==> src/rtl/thresh_trigger_pkg.sv <==
package thresh_trigger_pkg;

   // Default configuration of the trigger block
   localparam int unsigned TT_NUM_CH   = 4;
   localparam int unsigned TT_SAMPLE_W = 10;
   localparam int unsigned TT_ADDR_W   = 4;
   localparam int unsigned TT_STEP     = 1;

   // Delay in cycles applied to a channel's hit line, relative to the trigger
   function automatic int unsigned tt_lag(input int unsigned ch, input int unsigned step);
      return (ch + 1) * step;
   endfunction

endpackage

==> src/rtl/thresh_trigger_regs.sv <==
module thresh_trigger_regs #(
   parameter int unsigned NUM_CH   = thresh_trigger_pkg::TT_NUM_CH,
   parameter int unsigned SAMPLE_W = thresh_trigger_pkg::TT_SAMPLE_W,
   parameter int unsigned ADDR_W   = thresh_trigger_pkg::TT_ADDR_W
) (
   input  logic                         clk_i,
   input  logic                         rst_ni,
   input  logic [ADDR_W-1:0]            addr_i,
   input  logic [SAMPLE_W-1:0]          wdata_i,
   input  logic                         we_i,
   output logic [SAMPLE_W-1:0]          rdata_o,
   output logic [NUM_CH*SAMPLE_W-1:0]   thr_o
);

   localparam logic [SAMPLE_W-1:0] THR_RESET = '1;

   logic [SAMPLE_W-1:0] thr_q [NUM_CH];

   for (genvar g = 0; g < NUM_CH; g++) begin : g_thr
      logic sel;
      assign sel = we_i && (addr_i == ADDR_W'(g));

      always_ff @(posedge clk_i or negedge rst_ni) begin
         if (!rst_ni) begin
            thr_q[g] <= THR_RESET;
         end else if (sel) begin
            thr_q[g] <= wdata_i;
         end
      end

      assign thr_o[g*SAMPLE_W +: SAMPLE_W] = thr_q[g];
   end

   // Read path with no register stage; unmapped addresses give zero
   always_comb begin
      rdata_o = '0;
      for (int i = 0; i < NUM_CH; i++) begin
         if (addr_i == ADDR_W'(i)) begin
            rdata_o = thr_q[i];
         end
      end
   end

endmodule

==> src/rtl/thresh_trigger_cmp.sv <==
module thresh_trigger_cmp #(
   parameter int unsigned SAMPLE_W = thresh_trigger_pkg::TT_SAMPLE_W
) (
   input  logic                vld_i,
   input  logic [SAMPLE_W-1:0] sample_i,
   input  logic [SAMPLE_W-1:0] thr_i,
   output logic                hit_o
);

   assign hit_o = vld_i && (sample_i > thr_i);

endmodule

==> src/rtl/thresh_trigger_dly.sv <==
module thresh_trigger_dly #(
   parameter int unsigned DEPTH = 1
) (
   input  logic clk_i,
   input  logic rst_ni,
   input  logic d_i,
   output logic q_o
);

   if (DEPTH < 1) begin : g_bad_depth
      $error("thresh_trigger_dly: DEPTH must be at least 1");
   end

   if (DEPTH == 1) begin : g_single
      logic q;
      always_ff @(posedge clk_i or negedge rst_ni) begin
         if (!rst_ni) q <= 1'b0;
         else         q <= d_i;
      end
      assign q_o = q;
   end else begin : g_chain
      logic [DEPTH-1:0] sr_q;
      always_ff @(posedge clk_i or negedge rst_ni) begin
         if (!rst_ni) sr_q <= '0;
         else         sr_q <= {sr_q[DEPTH-2:0], d_i};
      end
      assign q_o = sr_q[DEPTH-1];
   end

endmodule

==> src/rtl/thresh_trigger.sv <==
module thresh_trigger #(
   parameter int unsigned NUM_CH   = thresh_trigger_pkg::TT_NUM_CH,
   parameter int unsigned SAMPLE_W = thresh_trigger_pkg::TT_SAMPLE_W,
   parameter int unsigned ADDR_W   = thresh_trigger_pkg::TT_ADDR_W,
   parameter int unsigned STEP     = thresh_trigger_pkg::TT_STEP
) (
   input  logic                         clk_i,
   input  logic                         rst_ni,
   input  logic                         sample_vld_i,
   input  logic [NUM_CH*SAMPLE_W-1:0]   samples_i,
   input  logic [ADDR_W-1:0]            reg_addr_i,
   input  logic [SAMPLE_W-1:0]          reg_wdata_i,
   input  logic                         reg_we_i,
   output logic [SAMPLE_W-1:0]          reg_rdata_o,
   output logic [NUM_CH-1:0]            chan_hit_o,
   output logic                         trig_o
);

   localparam int unsigned ADDR_SPAN = 1 << ADDR_W;

   if (NUM_CH < 1) begin : g_bad_ch
      $error("thresh_trigger: NUM_CH must be at least 1");
   end
   if (ADDR_SPAN < NUM_CH) begin : g_bad_addr
      $error("thresh_trigger: ADDR_W too narrow for NUM_CH registers");
   end
   if (SAMPLE_W < 1) begin : g_bad_w
      $error("thresh_trigger: SAMPLE_W must be at least 1");
   end
   if (STEP < 1) begin : g_bad_step
      $error("thresh_trigger: STEP must be at least 1");
   end

   logic [NUM_CH*SAMPLE_W-1:0] thr_flat;
   logic [NUM_CH-1:0]          hit_raw;
   logic [NUM_CH-1:0]          hit_q;
   logic                       trig_q;

   thresh_trigger_regs #(
      .NUM_CH   (NUM_CH),
      .SAMPLE_W (SAMPLE_W),
      .ADDR_W   (ADDR_W)
   ) u_regs (
      .clk_i   (clk_i),
      .rst_ni  (rst_ni),
      .addr_i  (reg_addr_i),
      .wdata_i (reg_wdata_i),
      .we_i    (reg_we_i),
      .rdata_o (reg_rdata_o),
      .thr_o   (thr_flat)
   );

   for (genvar g = 0; g < NUM_CH; g++) begin : g_ch
      thresh_trigger_cmp #(
         .SAMPLE_W (SAMPLE_W)
      ) u_cmp (
         .vld_i    (sample_vld_i),
         .sample_i (samples_i[g*SAMPLE_W +: SAMPLE_W]),
         .thr_i    (thr_flat[g*SAMPLE_W +: SAMPLE_W]),
         .hit_o    (hit_raw[g])
      );

      always_ff @(posedge clk_i or negedge rst_ni) begin
         if (!rst_ni) hit_q[g] <= 1'b0;
         else         hit_q[g] <= hit_raw[g];
      end

      thresh_trigger_dly #(
         .DEPTH (thresh_trigger_pkg::tt_lag(g, STEP))
      ) u_dly (
         .clk_i  (clk_i),
         .rst_ni (rst_ni),
         .d_i    (hit_q[g]),
         .q_o    (chan_hit_o[g])
      );
   end

   always_ff @(posedge clk_i or negedge rst_ni) begin
      if (!rst_ni) trig_q <= 1'b0;
      else         trig_q <= |hit_raw;
   end

   assign trig_o = trig_q;

endmodule

==> config.mk <==
export PLATFORM = sky130hd
export DESIGN_NAME = thresh_trigger
export DESIGN_NICKNAME = d
export VERILOG_FILES = /design/src/rtl/thresh_trigger_pkg.sv /design/src/rtl/thresh_trigger_regs.sv /design/src/rtl/thresh_trigger_cmp.sv /design/src/rtl/thresh_trigger_dly.sv /design/src/rtl/thresh_trigger.sv
export SDC_FILE = /design/constraint.sdc
export NUM_CORES = 1
export LEC_CHECK = 0
export ABC_AREA = 1
export BUFFER_PORTS_ARGS = -buffer_cell sky130_fd_sc_hd__buf_2
export CAP_MARGIN = 10
export CORE_ASPECT_RATIO = 1.4
export CORE_MARGIN = 3
export CORE_UTILIZATION = 50
export DETAILED_ROUTE_END_ITERATION = 8
export HOLD_SLACK_MARGIN = 0.05
export PLACE_DENSITY = 0.77
export SLEW_MARGIN = 30
export SYNTH_ARGS = -nofsm -noshare
export SYNTH_HDL_FRONTEND = slang
export SYNTH_SLANG_ARGS = --single-unit
export TNS_END_PERCENT = 30
==> constraint.sdc <==
create_clock -name clk_i -period 1.64 [get_ports clk_i]
set_input_delay 0 -clock clk_i [delete_from_list [all_inputs] [get_ports clk_i]]
set_output_delay 0 -clock clk_i [all_outputs]
set_load 0.02 [all_outputs]
== Word level (Yosys, flattened, before mapping) ==
Index checks and enable logic that the tools add are counted.
Widths: inputs -> output; s select.

* Register bits: 55
* Input port bits: 58
* Output and inout bits: 15
* Word-level logic and storage cells: 34

* $lt $le $gt $ge: 4
* Equal/unequal tests: 3
* Mux-type cells: 4
* Reductions and logical operators: 10

{| class="wikitable"
|+ Operators with widths
! cell !! number
|-
| $gt 10x10->1 || 4
|-
| $mux 10 || 4
|-
| $eq 4x2->1 const B || 2
|-
| $logic_and 1x1->1 || 8
|-
| $eq 4x1->1 const B || 1
|-
| $logic_not 4->1 || 1
|-
| $reduce_or 4->1 || 1
|}

== Depth between registers and ports, before layout ==
* Depth in word-level cells: 5
* Mapped depth: 12
* Mapped depth without buffers: 12

== Cells and area by module ==
From an unflattened synthesis, not the netlist that was laid out.

* Cells, all modules: 446
* Area total of the unflattened synthesis: 3504.6 um2

{| class="wikitable"
|+ Modules (own cells, without submodules)
! module !! times used !! cells each !! area each (um2)
|-
| thresh_trigger_regs || 1 || 220 || 1891.8
|-
| thresh_trigger_cmp || 4 || 52 || 306.5
|-
| thresh_trigger || 1 || 8 || 136.4
|-
| thresh_trigger_dly at g_ch[3].u_dly || 1 || 4 || 100.1
|-
| thresh_trigger_dly at g_ch[2].u_dly || 1 || 3 || 75.1
|-
| thresh_trigger_dly at g_ch[1].u_dly || 1 || 2 || 50.0
|-
| thresh_trigger_dly at g_ch[0].u_dly || 1 || 1 || 25.0
|}

== Worst setup path after synthesis ==
Ideal clock, no wire load.

* Kind: register to register
* From: register u_regs.thr_q (netlist bit u_regs.thr_o[9])
* To: register trig_q, in the netlist trig_o
* Library setup time: 0.116 ns
* Data arrival time: 1.454 ns
* Data required time: 1.524 ns
* Slack: 0.070 ns
* Stages on the path, launching flop included: 12
* Buffers on the path: 0
* Clock period less this slack: 1.570 ns
* Path through: dfstp_2 -> inv_1 -> ha_1 -> nand2_1 -> nor2_1 -> nand2_1 -> o21ai_0 -> inv_1 -> nand2_1 -> nand2_1 -> inv_1 -> nand2_1

* Cells in the longest elaborated chain, start to end: 3

{| class="wikitable"
|+ Ends and longest elaborated chain
! item !! RTL line !! text
|-
| from (decl) || thresh_trigger_regs.sv:17 || <nowiki>logic [SAMPLE_W-1:0] thr_q [NUM_CH];</nowiki>
|-
| from (signal, indexed assignment) || thresh_trigger_regs.sv:27 || <nowiki>thr_q[g] <= wdata_i;</nowiki>
|-
| $gt 10x10->1 || thresh_trigger_cmp.sv:10 || <nowiki>assign hit_o = vld_i && (sample_i > thr_i);</nowiki>
|-
| $logic_and 1x1->1 || thresh_trigger_cmp.sv:10 ||
|-
| $reduce_or 4->1 || thresh_trigger.sv:80 || <nowiki>else trig_q <= |hit_raw;</nowiki>
|-
| to (signal assigned) || thresh_trigger.sv:80 ||
|-
| to (decl) || thresh_trigger.sv:37 || <nowiki>logic trig_q;</nowiki>
|}

No other way between the ends.
A chain may end at the register's enable or synchronous reset.

== Worst setup path after layout ==
* From: register u_regs.thr_q (netlist bit u_regs.thr_o[37])
* To: register trig_q, in the netlist trig_o

Same word-level chain as after synthesis.

==> flow_metrics.env <==
export IMPL_outcome="finished, violations left"
export IMPL_violations="negative setup slack"
export IMPL_worstPathArrival_ns=1.88
export IMPL_yosysSeqAreaShare_pct=40.99
export IMPL_dp_hpwl_um=6455
export IMPL_r2r_end="trig_o$_DFF_PN0_"
export IMPL_htree_levels=2
export IMPL_worst_slew_pin_slew_ns=0.6822
export IMPL_cts_buffers_inserted=5
export IMPL_use_met2_pct=43.84
export IMPL_drt_iter0_drc=96
export IMPL_ys_warn_count=0
export IMPL_reg2reg_depth=11
export IMPL_finalClockSkew_ns=0.009830
export IMPL_coreArea_um2=6656
export IMPL_die_area_um2=8010
export IMPL_start_util_pct=52.27
export IMPL_multiInputGateArea_um2=2057
export IMPL_drive_gt1_share_pct=48.13
export IMPL_critical_path_class="register to register"
export IMPL_io_pins=73
export IMPL_first_global_vias=3102
export IMPL_start_kind="register"
export IMPL_cts_tree="built"
export IMPL_routedWlPerCell_um=15.28
export IMPL_fmaxAchievable_ghz=0.5996
export IMPL_required_ns=1.85
export IMPL_die_h_um=104.7
export IMPL_timing_rr_start="u_regs.thr_o[37]$_DFFE_PN1P_"
export IMPL_slew_headroom_pct=54.41
export IMPL_p_total_mw=4.473
export IMPL_synth_area_leaders="dfstp_2 30%, ha_1 14%, nand2_1 11%, dfrtp_1 11%, inv_1 8.7%"
export IMPL_min_period_ns=1.668
export IMPL_clock_path_buffers=2
export IMPL_synth_distinct_cells=23
export IMPL_min_delay_start="sample_vld_i"
export IMPL_grt_busiest_layer="met2"
export IMPL_power_density_nw_per_um2=966.8
export IMPL_critical_path_endpoint_type="register"
export IMPL_root_buffer="clkbuf_8"
export IMPL_drc=0
export IMPL_met1_usage_pct=21.68
export IMPL_vdd_drop_max_mv=0.5299
export IMPL_hp_class="input pin to register"
export IMPL_routed_wl_um=9151
export IMPL_synth_area_um2=3480
export IMPL_io_buffers=72
export IMPL_viasPerCell=5.030
export IMPL_rows=35
export IMPL_fin_util_pct=69.51
export IMPL_endpoint="trig_o$_DFF_PN0_"
export IMPL_ys_ff_latch=55
export IMPL_die_w_um=76.51
export IMPL_track_usage_pct=21.70
export IMPL_antenna_cells=0
export IMPL_grt_overflow=0
export IMPL_numClockSinks=55
export IMPL_synthCells=411
export IMPL_syn_to_final_growth_pct=32.97
export IMPL_drv_slew=0
export IMPL_finalHoldViolCount=0
export IMPL_grt_max_degree=37
export IMPL_fin_nets=604
export IMPL_cp_startpoint="u_regs.thr_o[37]$_DFFE_PN1P_"
export IMPL_fin_crit_sh_pct=101.7
export IMPL_gp_congestion=0.8348
export IMPL_num_fill_cells=505
export IMPL_clk_latency_ns=0.31
export IMPL_register_area_um2=1426
export IMPL_reg2reg_slack_ns=-0.03
export IMPL_antenna_left=0
export IMPL_vias=3013
export IMPL_synth_top_cell_area_share_pct=30.20
export IMPL_worstPathMaxFanout=2
export IMPL_drt_pass1_iter_count=4
export IMPL_finalSetupViolations=2
export IMPL_antenna_found_initial=0
export IMPL_rsz0062_at_grt="true"
export IMPL_leakage_nw=2.259
export IMPL_synth_nets=509
export IMPL_drv_cap=0
export IMPL_use_met3_pct=3.621
export IMPL_synth_top_cell_by_area="dfstp_2"
export IMPL_fin_ws_ns=-0.02780
export IMPL_path_clk_slew_ns=0.11
export IMPL_postSynthAreaPerCell_um2=8.466
export IMPL_grt_pass1_wl_um=13780
worst max-delay path, cell delays in order (launching register included):
cell	delay, ns
dfstp_2	0.54
inv_1	0.07
ha_4	0.27
nand2_2	0.06
nor2_4	0.12
nand2_1	0.06
o21ai_1	0.13
inv_1	0.07
nand2_2	0.09
nand2_2	0.05
inv_2	0.05
nand2_1	0.04
metrics by stage:
| step | instance area, um^2 | hold WS (ns) | instances | TNS (ns) | setup slack (ns) |
|---|---|---|---|---|---|
| after floorplan | 3480 | -0.2956 | 411 | 0 | 0.07014 |
| after global placement | 3920 | -0.02434 | 571 | -0.04627 | -0.04627 |
| after detailed placement | 3920 | -0.02098 | 571 | -0.1811 | -0.1441 |
| after CTS | 4334 | 0.05831 | 594 | 0 | 0.001254 |
| after global routing | 4627 | 0.09004 | 599 | -0.2364 | -0.1272 |
| final | 4627 | 0.06386 | 599 | -0.05428 | -0.02780 |
synthesized netlist by cell type (all sizes together):
cell type  count
o22ai          9
dfrtp         15
nand2        108
buf           13
o21bai         3
a21oi         17
nand4          1
ha            40
nor2          12
nand3b         1
dfstp         40
o21ai         52
inv           85
a21o           3
nand3         12
power breakdown:
part           switching [mW]  internal, mW
clock                   0.456         0.306
combinational           0.992         0.804
sequential              0.147          1.77
total                    1.60          2.88
layout by cell type, fill, tap and decap left out, types with 5 or more instances in the layout:
master,synthesis,final
dfstp_2,40,40
o21ai_1,17,20
nor2_4,0,7
a21oi_1,17,15
o21ai_2,23,23
inv_1,81,66
o22ai_1,9,9
nand2_2,3,20
dfrtp_1,15,15
ha_1,40,15
dlygate4sd3_1,0,10
nand2_1,105,87
o21ai_0,12,9
clkbuf_8,0,5
nand3_1,9,7
ha_4,0,25
inv_2,4,19
buf_2,2,72
buf_4,5,18
worst min-delay path by stage:
stage	to	slack, ns	depth (start not counted)
final	hit_q[1]$_DFF_PN0_	0.06	5
after floorplan	g_ch[0].u_dly.q_o$_DFF_PN0_	-0.30	0
after global placement	g_ch[1].u_dly.g_chain.sr_q[1]$_DFF_PN0_	-0.02	1
after global routing	hit_q[1]$_DFF_PN0_	0.09	5
after detailed placement	g_ch[1].u_dly.g_chain.sr_q[1]$_DFF_PN0_	-0.02	1
after CTS	u_regs.thr_o[39]$_DFFE_PN1P_	0.06	3
state kept, by name, indices dropped and copies added, names as in the netlist:
| register | cells |
|---|---|
| trig_o | 1 |
| u_regs.thr_o | 40 |
| hit_q | 4 |
| g_ch.u_dly.q_o | 1 |
| g_ch.u_dly.g_chain.sr_q | 9 |
layer usage:
layer | up-vias | routed length (um) | share of wire, %
li1 | 1484 | - | -
met1 | 1404 | 3291 | 36
met2 | 91 | 5197 | 57
met3 | 34 | 308 | 3.4
met4 | 0 | 354 | 3.9
met5 | - | 0 | 0
timing repair:
item	CTS	global route
gates resized for setup	35	47
hold endpoints to repair	54	0
hold buffers	10	0
endpoints found under the setup margin	3	5
pin swaps	12	23
buffers inserted	5	5
cells by family after synthesis:
family / after synthesis / synth area share (%)
compound gates: 84 / 15.32
flops: 55 / 40.99
simple gates: 134 / 16.83
fa+ha+maj: 40 / 14.38
buf+inv: 98 / 12.48
cell type report:
type / count / area share (%)
multi-input cells: 258 / 44.46
well taps: 92 / 2.488
clock buffers: 5 / 1.487
flip-flops and latches: 55 / 30.83
clock inverters: 3 / 0.5408
inverters: 85 / 6.896
repair buffers: 101 / 13.30
(Power assumes the default switching activity.)
